===== config.mk =====
export PLATFORM = sky130hd
export DESIGN_NAME = decade_johnson_counter
export DESIGN_NICKNAME = d
export VERILOG_FILES = /design/src/rtl/jdc_pkg.sv /design/src/rtl/jdc_control.sv /design/src/rtl/jdc_datapath.sv /design/src/rtl/decade_johnson_counter.sv
export SDC_FILE = /design/constraint.sdc
export NUM_CORES = 1
export LEC_CHECK = 0
export ABC_AREA = 1
export BUFFER_PORTS_ARGS = -buffer_cell sky130_fd_sc_hd__buf_2
export CORE_AREA = 4 4 41 43
export DETAILED_ROUTE_END_ITERATION = 10
export DIE_AREA = 0 0 45 47
export PLACE_DENSITY = 0.62
export SLEW_MARGIN = 20
export SYNTH_ARGS = -nofsm -noshare
export SYNTH_HDL_FRONTEND = slang
export SYNTH_SLANG_ARGS = --single-unit

===== constraint.sdc =====
create_clock -name clk -period 1.4 [get_ports clk]
set_input_delay 0.28 -clock clk [delete_from_list [all_inputs] [get_ports clk]]
set_output_delay 0.28 -clock clk [all_outputs]
set_load 0.01 [all_outputs]

===== src/rtl/jdc_pkg.sv =====
package jdc_pkg;

  // Strobes passed from control to the datapath each system clock
  typedef struct packed {
    logic clear;    // force state zero
    logic advance;  // step the ring by one position
  } jdcStrobe_t;

endpackage


===== src/rtl/jdc_control.sv =====
module jdc_control
  import jdc_pkg::*;
#(
  parameter int SYNC_DEPTH = 2
) (
  input  logic       clk,
  input  logic       rstHi,
  input  logic       cntClk,
  input  logic       inhibit,
  output jdcStrobe_t strobe
);

  logic [SYNC_DEPTH-1:0] clkSync;
  logic [SYNC_DEPTH-1:0] inhSync;
  logic                  clkPrev;
  logic                  inhPrev;
  logic                  clkNow;
  logic                  inhNow;
  logic                  clkRise;
  logic                  inhFall;

  // Synchronizer chains run during reset too, so the history tracks
  // the inputs and no edge appears when reset is released.
  always_ff @(posedge clk) begin
    clkSync <= {clkSync[SYNC_DEPTH-2:0], cntClk};
    inhSync <= {inhSync[SYNC_DEPTH-2:0], inhibit};
    clkPrev <= clkSync[SYNC_DEPTH-1];
    inhPrev <= inhSync[SYNC_DEPTH-1];
  end

  assign clkNow  = clkSync[SYNC_DEPTH-1];
  assign inhNow  = inhSync[SYNC_DEPTH-1];
  assign clkRise = clkNow & ~clkPrev;
  assign inhFall = ~inhNow & inhPrev;

  always_comb begin
    strobe.clear   = rstHi;
    // Either condition gives one step; both together still give one.
    strobe.advance = ~rstHi & ((clkRise & ~inhNow) | (inhFall & clkNow));
  end

endmodule


===== src/rtl/jdc_datapath.sv =====
module jdc_datapath
  import jdc_pkg::*;
#(
  parameter int STAGES = 5,
  localparam int OUTS = 2 * STAGES
) (
  input  logic            clk,
  input  jdcStrobe_t      strobe,
  output logic [OUTS-1:0] decOut,
  output logic            termCnt
);

  logic [STAGES-1:0] ring;
  logic [STAGES-1:0] ringNext;
  logic              ringLegal;

  // A legal twisted-ring code has at most one change between neighbours.
  always_comb begin
    int changes;
    changes = 0;
    for (int i = 0; i < STAGES - 1; i++) begin
      if (ring[i] != ring[i+1]) changes++;
    end
    ringLegal = (changes <= 1);
  end

  always_comb begin
    if (ringLegal) ringNext = {ring[STAGES-2:0], ~ring[STAGES-1]};
    else           ringNext = '0;
  end

  always_ff @(posedge clk) begin
    if (strobe.clear)        ring <= '0;
    else if (strobe.advance) ring <= ringNext;
  end

  // Each decoded line looks at two neighbouring ring bits.
  assign decOut[0]      = ~ring[STAGES-1] & ~ring[0];
  assign decOut[STAGES] =  ring[STAGES-1] &  ring[0];

  for (genvar k = 1; k < STAGES; k++) begin : g_fill
    assign decOut[k] = ring[k-1] & ~ring[k];
  end

  for (genvar k = STAGES + 1; k < OUTS; k++) begin : g_drain
    assign decOut[k] = ~ring[k-STAGES-1] & ring[k-STAGES];
  end

  assign termCnt = ~ring[STAGES-1];

endmodule


===== src/rtl/decade_johnson_counter.sv =====
module decade_johnson_counter
  import jdc_pkg::*;
#(
  parameter int STAGES = 5,
  parameter int SYNC_DEPTH = 2,
  localparam int OUTS = 2 * STAGES
) (
  input  logic            clk,
  input  logic            rstHi,
  input  logic            cntClk,
  input  logic            inhibit,
  output logic [OUTS-1:0] decOut,
  output logic            termCnt
);

  jdcStrobe_t strobe;

  jdc_control #(.SYNC_DEPTH(SYNC_DEPTH)) u_ctrl (
    .clk     (clk),
    .rstHi   (rstHi),
    .cntClk  (cntClk),
    .inhibit (inhibit),
    .strobe  (strobe)
  );

  jdc_datapath #(.STAGES(STAGES)) u_dp (
    .clk     (clk),
    .strobe  (strobe),
    .decOut  (decOut),
    .termCnt (termCnt)
  );

endmodule


==> impl_metrics.yaml, run 1 <==
synthesis:
  ys_top_cells_by_count: "nand2_1 (16), dfxtp_1 (11), inv_1 (10)"
  yosysMostFrequentCell: "nand2_1"
  yosysSeqAreaShare: 0.416
  synth_enable_flop_cells: 0
  syn_avg_cell_area_um2: 8.27
  synth_seq_cells: 11
  syn_area_um2: 529
  synthTopCellsByArea: "dfxtp_1 (42%), ha_1 (19%), nand2_1 (11%)"
  syn-instance-count: 64
  async_flop_share: 0
  synth_largest_area_cell: "dfxtp_1"
  ys_types: 13
  syn-num-nets: 76
  synth_ff_type: "dfxtp_1"
  yosysWarnings: 0
  yosys.area.top_type_share: 0.416
timing:
  worst_pin_slew_ns: 0.429
  fmax_mhz: 740
  whs_ns: 0.113
  worst_slack_ns: 0.0494
  maxSlewHeadroom: 0.712
  period_needed_ns: 1.35
  finalHoldViolCount: 0
  fin_crit_sh: 0.965
  final.setup_skew_ns: 0.00807
  drv_slew: 0
  setup_viol: 0
critical_path:
  reg2reg_depth: 6
  required_ns: 1.12
  setup.worst_path.class: "reg -> out"
  endpoint_kind: "output port"
  cp-start-kind: "flip-flop"
  startpoint: "u_dp.ring[2]"
  r2r-end: "u_dp.ring[3]"
  crit_fanout: 4
  crit_arrival_ns: 1.07
  rrSetupSlack_ns: 0.11
  r2r_start: "u_dp.ring[2]"
clock_tree:
  numCtsBuffers: 3
  ctsHtreeMaxLevel: 1
  cts_sinks: 11
  root_buffer: "clkbuf_4"
  clkTransAtPathRegs_ns: 0.07
  clock_path_buffers: 2
  cts_tree: "done"
  clk_latency_ns: 0.27
floorplanning:
  start_util: 0.407
  design.die.area_mm2: 0.00212
  pin_count: 15
  core-area_mm2: 0.00130
  core.rowCount: 13
  fp.dieW_um: 45
  die_height_um: 47
hold_path:
  hold-path-endpoint: "u_ctrl.inhSync[0]"
  min_path_type: "in -> reg"
  hold_depth: 1
  worstHoldStart: "inhibit"
placed_design:
  dp_hpwl_um: 799
  port_buffers: 14
  dp_cells: 96
  placed_cell_area_um2: 641
  place_ws_ns: 0.0714
  gp_congestion: 0.847
routing:
  drtPass1Iterations: 4
  ant_nets: 0
  vias: 465
  drt_iter0_drc: 11
  vias_per_cell: 4.60
  wl_per_cell_um: 10.2
  drt-total-wl_mm: 1.03
  drc_errors: 0
pwr:
  power.density_mw_per_mm2: 957
  leakage_nw: 0.395
  ir_drop_uv: 517
layout:
  area_growth_pct: 30.3
  post_layout_nonfiller_instances: 101
  nNetsFinal: 99
  drive_gt1_frac: 0.395
  num-fill-cells: 133
  final_core_util: 0.530
  insertedDiodeCount: 0
  stdcell_area_um2: 689
grt:
  grtUsageTotal: 0.119
  antenna_found_initial: 0
  grt_max_degree: 7
  grt_first_pass_wirelength_mm: 1.81
  first_global_vias: 425
  grt_overflow: 0
run:
  cap_violations: 0
run_status:
  status: "complete, no violations"
[flip-flops by register name, summed over array words and instances (netlist names)]
name            cells
u_ctrl.clkPrev      1
u_ctrl.clkSync      2
u_ctrl.inhPrev      1
u_ctrl.inhSync      2
u_dp.ring           5
[cells by family after synthesis]
logic type | synth area share
simple gates | 0.251
fa+ha+maj | 0.189
buf+inv | 0.0780
flops | 0.416
compound gates | 0.0662
[per-stage QoR]
step / TNS (ns) / total power [W]
3_3_place_gp: 0 / 0.000445
4_1_cts: 0 / 0.000666
3_5_place_dp: 0 / 0.000446
5_1_grt: -0.0542 / 0.000704
6_report: 0 / 0.000659
2_1_floorplan: 0 / 0.000412
[final cells by class]
class                           instances  area [µm²]  area share
Multi-Input combinational cell         42         273       0.396
Sequential cell                        11         226       0.328
Timing Repair Buffer                   18         104       0.151
Inverter                               11        41.3      0.0599
Clock buffer                            4        26.3      0.0381
Tap cell                               15        18.8      0.0272
[worst max path at each step]
stage | end | slack (ns) | cells past startpoint
2_1_floorplan | u_dp.ring[0] | 0.10 | 6
3_3_place_gp | u_dp.ring[3] | 0.07 | 7
3_5_place_dp | u_dp.ring[3] | 0.07 | 6
4_1_cts | decOut[2] | 0.01 | 4
5_1_grt | u_dp.ring[3] | -0.03 | 6
6_report | decOut[2] | 0.05 | 4
[routing by layer]
layer | vias to the layer above | share of wire | track usage
met3 | 2 | 0.071 | 0.0345
met5 | - | 0 | 0
met4 | 0 | 0.015 | 0.0526
met2 | 17 | 0.45 | 0.175
met1 | 201 | 0.46 | 0.163
li1 | 245 | - | -
[critical path, stage by stage (launching register included)]
cell and delay (ns):
dfxtp_2 0.35, inv_2 0.04, buf_6 0.12, ha_1 0.16, buf_2 0.13
[cells in the final DEF, fill, tap and decap left out, types with 5 or more instances in the layout]
master,Yosys,layout
dfxtp_1,11,6
buf_2,0,14
nand3_1,5,5
inv_1,10,9
nand2_1,16,15
dfxtp_2,0,5
a21oi_1,5,5
ha_1,8,7
[power breakdown]
group / leakage, nW / switching [W] / internal (W) / total (W)
registers: 0.0936 / 0.00000871 / 0.000330 / 0.000339
clock network: 0.0150 / 0.000103 / 0.000110 / 0.000213
logic: 0.286 / 0.0000617 / 0.0000453 / 0.000107
total: 0.395 / 0.000174 / 0.000486 / 0.000659
[repair_timing]
action,CTS,global route
pin swaps,0,1
gates resized for setup,2,8
endpoints found under the setup margin,3,9
setup buffers,1,0
hold buffers,0,0
(Power assumes the default switching activity.)
==> inputs of run 2 (changes only) <==
--- a/config.mk
+++ b/config.mk
@@ -5,12 +5,11 @@
 export SDC_FILE = /design/constraint.sdc
 export NUM_CORES = 1
 export LEC_CHECK = 0
-export ABC_AREA = 1
 export BUFFER_PORTS_ARGS = -buffer_cell sky130_fd_sc_hd__buf_2
 export CORE_AREA = 4 4 41 43
 export DETAILED_ROUTE_END_ITERATION = 10
 export DIE_AREA = 0 0 45 47
-export PLACE_DENSITY = 0.62
+export PLACE_DENSITY = 0.58
 export SLEW_MARGIN = 20
 export SYNTH_ARGS = -nofsm -noshare
 export SYNTH_HDL_FRONTEND = slang
==> run 2 against run 1 <==
Sequential share of layout area up 0.057 points. Cell count fell by 18%. Die area did not move. Maximum frequency fell by 0.79%. Wire length fell by 4.9%. Hold slack improved by 0.010 ns. Register-to-register slack lost 0.06 ns. Largest cell class unchanged. Worst setup slack lost 0.011 ns. First-iteration DRC count shrank 64%.
==> impl_metrics.yaml, run 2 <==
grt:
  grt_overflow: 0
  grt_use_met3: 0.0345
  grt_use_met2: 0.175
  busiest_layer: "met2"
  grt_max_degree: 7
  gr-usage-met1: 0.134
  antenna_found_initial: 0
  first_global_vias: 366
  grt_first_pass_wirelength_mm: 1.61
  grtUsageTotal: 0.110
critical_path:
  cp_cell_sequence: "inv_2 > buf_4 > ha_1 > buf_2"
  cpPeakStageDelay_ns: 0.35
  slowest_stage: "dfxtp_2"
  cp-start-kind: "flip-flop"
  setup.worst_path.class: "reg -> out"
  r2r_start: "u_dp.ring[2]"
  crit_fanout: 3
  crit_arrival_ns: 1.08
  required_ns: 1.12
  startpoint: "u_dp.ring[2]"
  endpoint_kind: "output port"
synthesis:
  synth_largest_area_cell: "dfxtp_1"
  syn_avg_cell_area_um2: 11.5
  ys_types: 12
  yosysWarnings: 0
  yosysMostFrequentCell: "dfxtp_1"
  yosys.area.top_type_share: 0.456
  synth_ff_type: "dfxtp_1"
  synth_enable_flop_cells: 0
  yosysSeqAreaShare: 0.456
  syn-num-nets: 54
  synthTopCellsByArea: "dfxtp_1 (46%), ha_1 (21%), o32ai_1 (9.1%)"
  synth_seq_cells: 11
  ys_top_cells_by_count: "dfxtp_1 (11), ha_1 (8), inv_1 (5), nand3_1 (5), o32ai_1 (5)"
  syn-instance-count: 42
  syn_area_um2: 483
  async_flop_share: 0
floorplanning:
  core-area_mm2: 0.00130
  pin_count: 15
  design.die.area_mm2: 0.00212
  core.rowCount: 13
  fp.dieW_um: 45
  die_height_um: 47
  start_util: 0.371
placed_design:
  port_buffers: 14
  gp_congestion: 0.700
  dp_hpwl_um: 778
  place_ws_ns: -0.00127
layout:
  largest_reg_flops: 5
  regMostFlops: "u_dp.ring"
  nNetsFinal: 81
  reg.largest.list: "u_dp.ring: 5 flops, u_ctrl.clkSync: 2 flops, u_ctrl.inhSync: 2 flops"
  mostFrequentLayoutCells: "buf_2 (14), buf_4 (8), ha_1 (7), dfxtp_1 (7)"
  final_common_cell: "buf_2"
  area_growth_pct: 41.7
  num-fill-cells: 125
  final_core_util: 0.526
  drive_gt1_frac: 0.500
  insertedDiodeCount: 0
timing:
  maxSlewHeadroom: 0.828
  worst_slack_ns: 0.0387
  period_needed_ns: 1.36
  setup_viol: 0
  fmax_mhz: 735
  rsz0062_at_grt: "true"
  final.setup_skew_ns: 0.00515
  drv_slew: 0
  fin_crit_sh: 0.972
  fin_setup_tns_ns: 0
  worst_pin_slew_ns: 0.257
  finalHoldViolCount: 0
clock_tree:
  numCtsBuffers: 3
  cts_tree: "done"
  post_cts_buffers: 0
  cts_sinks: 11
  clkTransAtPathRegs_ns: 0.07
  clock_path_buffers: 2
  clk_latency_ns: 0.26
  root_buffer: "clkbuf_4"
  ctsHtreeMaxLevel: 1
routing:
  wl_per_cell_um: 11.8
  vias_per_cell: 4.75
  drc_errors: 0
  ant_nets: 0
  drtPass1Iterations: 4
  drt-total-wl_um: 983
  drt_iter0_drc: 4
  vias: 394
pwr:
  finalPower_w: 0.000593
  p_sw_frac: 0.216
  p_int_w: 0.000465
  ir_drop_uv: 754
  p_clk_frac: 0.343
  p_sw_w: 0.000128
  leakage_nw: 0.308
  power.density_mw_per_mm2: 867
  seq_power_share: 0.556
  combPwrFrac: 0.100
hold_path:
  worstHoldStart: "cntClk"
  min_path_type: "in -> reg"
run_status:
  status: "complete, no violations"
run:
  cap_violations: 0
==> run 2: cell types whose count changed after synthesis, moves of 3 or more <==
cell,before,now
nand2_1,16,0
inv_1,10,5
nand3_2,3,0
o32ai_1,0,5
a21oi_1,5,0
==> run 2: area by class of cell <==
cell class | instances | area [µm²] | share of cell area
multi-input combinational | 26 | 265 | 0.388
sequential | 11 | 225 | 0.329
timing repair buffer | 22 | 130 | 0.190
clock buffer | 4 | 26.3 | 0.0384
inverter | 5 | 18.8 | 0.0274
tap | 15 | 18.8 | 0.0274
==> run 2: worst paths after layout <==
check	endpoint	slack (ns)	depth (start not counted)
hold reg to reg	u_ctrl.clkSync[1]	0.33	0
hold / removal	u_ctrl.clkSync[0]	0.12	1
setup reg to reg	u_dp.ring[1]	0.05	5
setup / recovery	decOut[2]	0.04	4
==> run 2: logic make-up (layout without fill, tap and decap cells) <==
family / count (synthesis) / count (layout) / share of synthesized area
AOI/OAI and AO/OA: 6 / 6 / 0.109
DFF: 11 / 11 / 0.456
buffers and inverters: 5 / 31 / 0.0389
and+or+nand+nor: 10 / 10 / 0.119
xor gates and xnor gates: 1 / 1 / 0.0492
adders and majority gates: 9 / 9 / 0.228
==> run 2: timing repair <==
| item | CTS | global route |
|---|---|---|
| hold buffers | 0 | 0 |
| gates resized for setup | 5 | 2 |
| endpoints found under the setup margin | 5 | 8 |
| pin swaps | 1 | 0 |
==> run 2: power groups by stage <==
stage          Sequential (W)  Clock (W)  Combinational (W)
4_1_cts              0.000330   0.000218          0.0000579
3_5_place_dp         0.000337          0          0.0000572
2_1_floorplan        0.000337          0          0.0000281
3_3_place_gp         0.000337          0          0.0000568
6_report             0.000330   0.000204          0.0000596
5_1_grt              0.000331   0.000229          0.0000658
==> run 2: metal layers <==
| layer | vias up | routed length (µm) | share of wire |
|---|---|---|---|
| met5 | - | 0 | 0 |
| met2 | 9 | 491 | 0.50 |
| li1 | 202 | - | - |
| met4 | 0 | 0 | 0 |
| met1 | 183 | 442 | 0.45 |
| met3 | 0 | 49 | 0.050 |
==> run 2: stage by stage <==
stage | cell area, µm² | cells | hold slack [ns]
finish | 684 | 83 | 0.122
global route | 684 | 83 | 0.114
CTS | 676 | 83 | 0.110
detailed placement | 633 | 79 | 0.316
global placement | 633 | 79 | 0.311
floorplan | 484 | 42 | 0.308
==> run 2: critical path, delay by kind of cell, from the launching register on <==
family,cells,cell delay (ns)
buffers and inverters,3,0.31
adder cells (fa/ha/maj),1,0.16
flip-flops,1,0.35
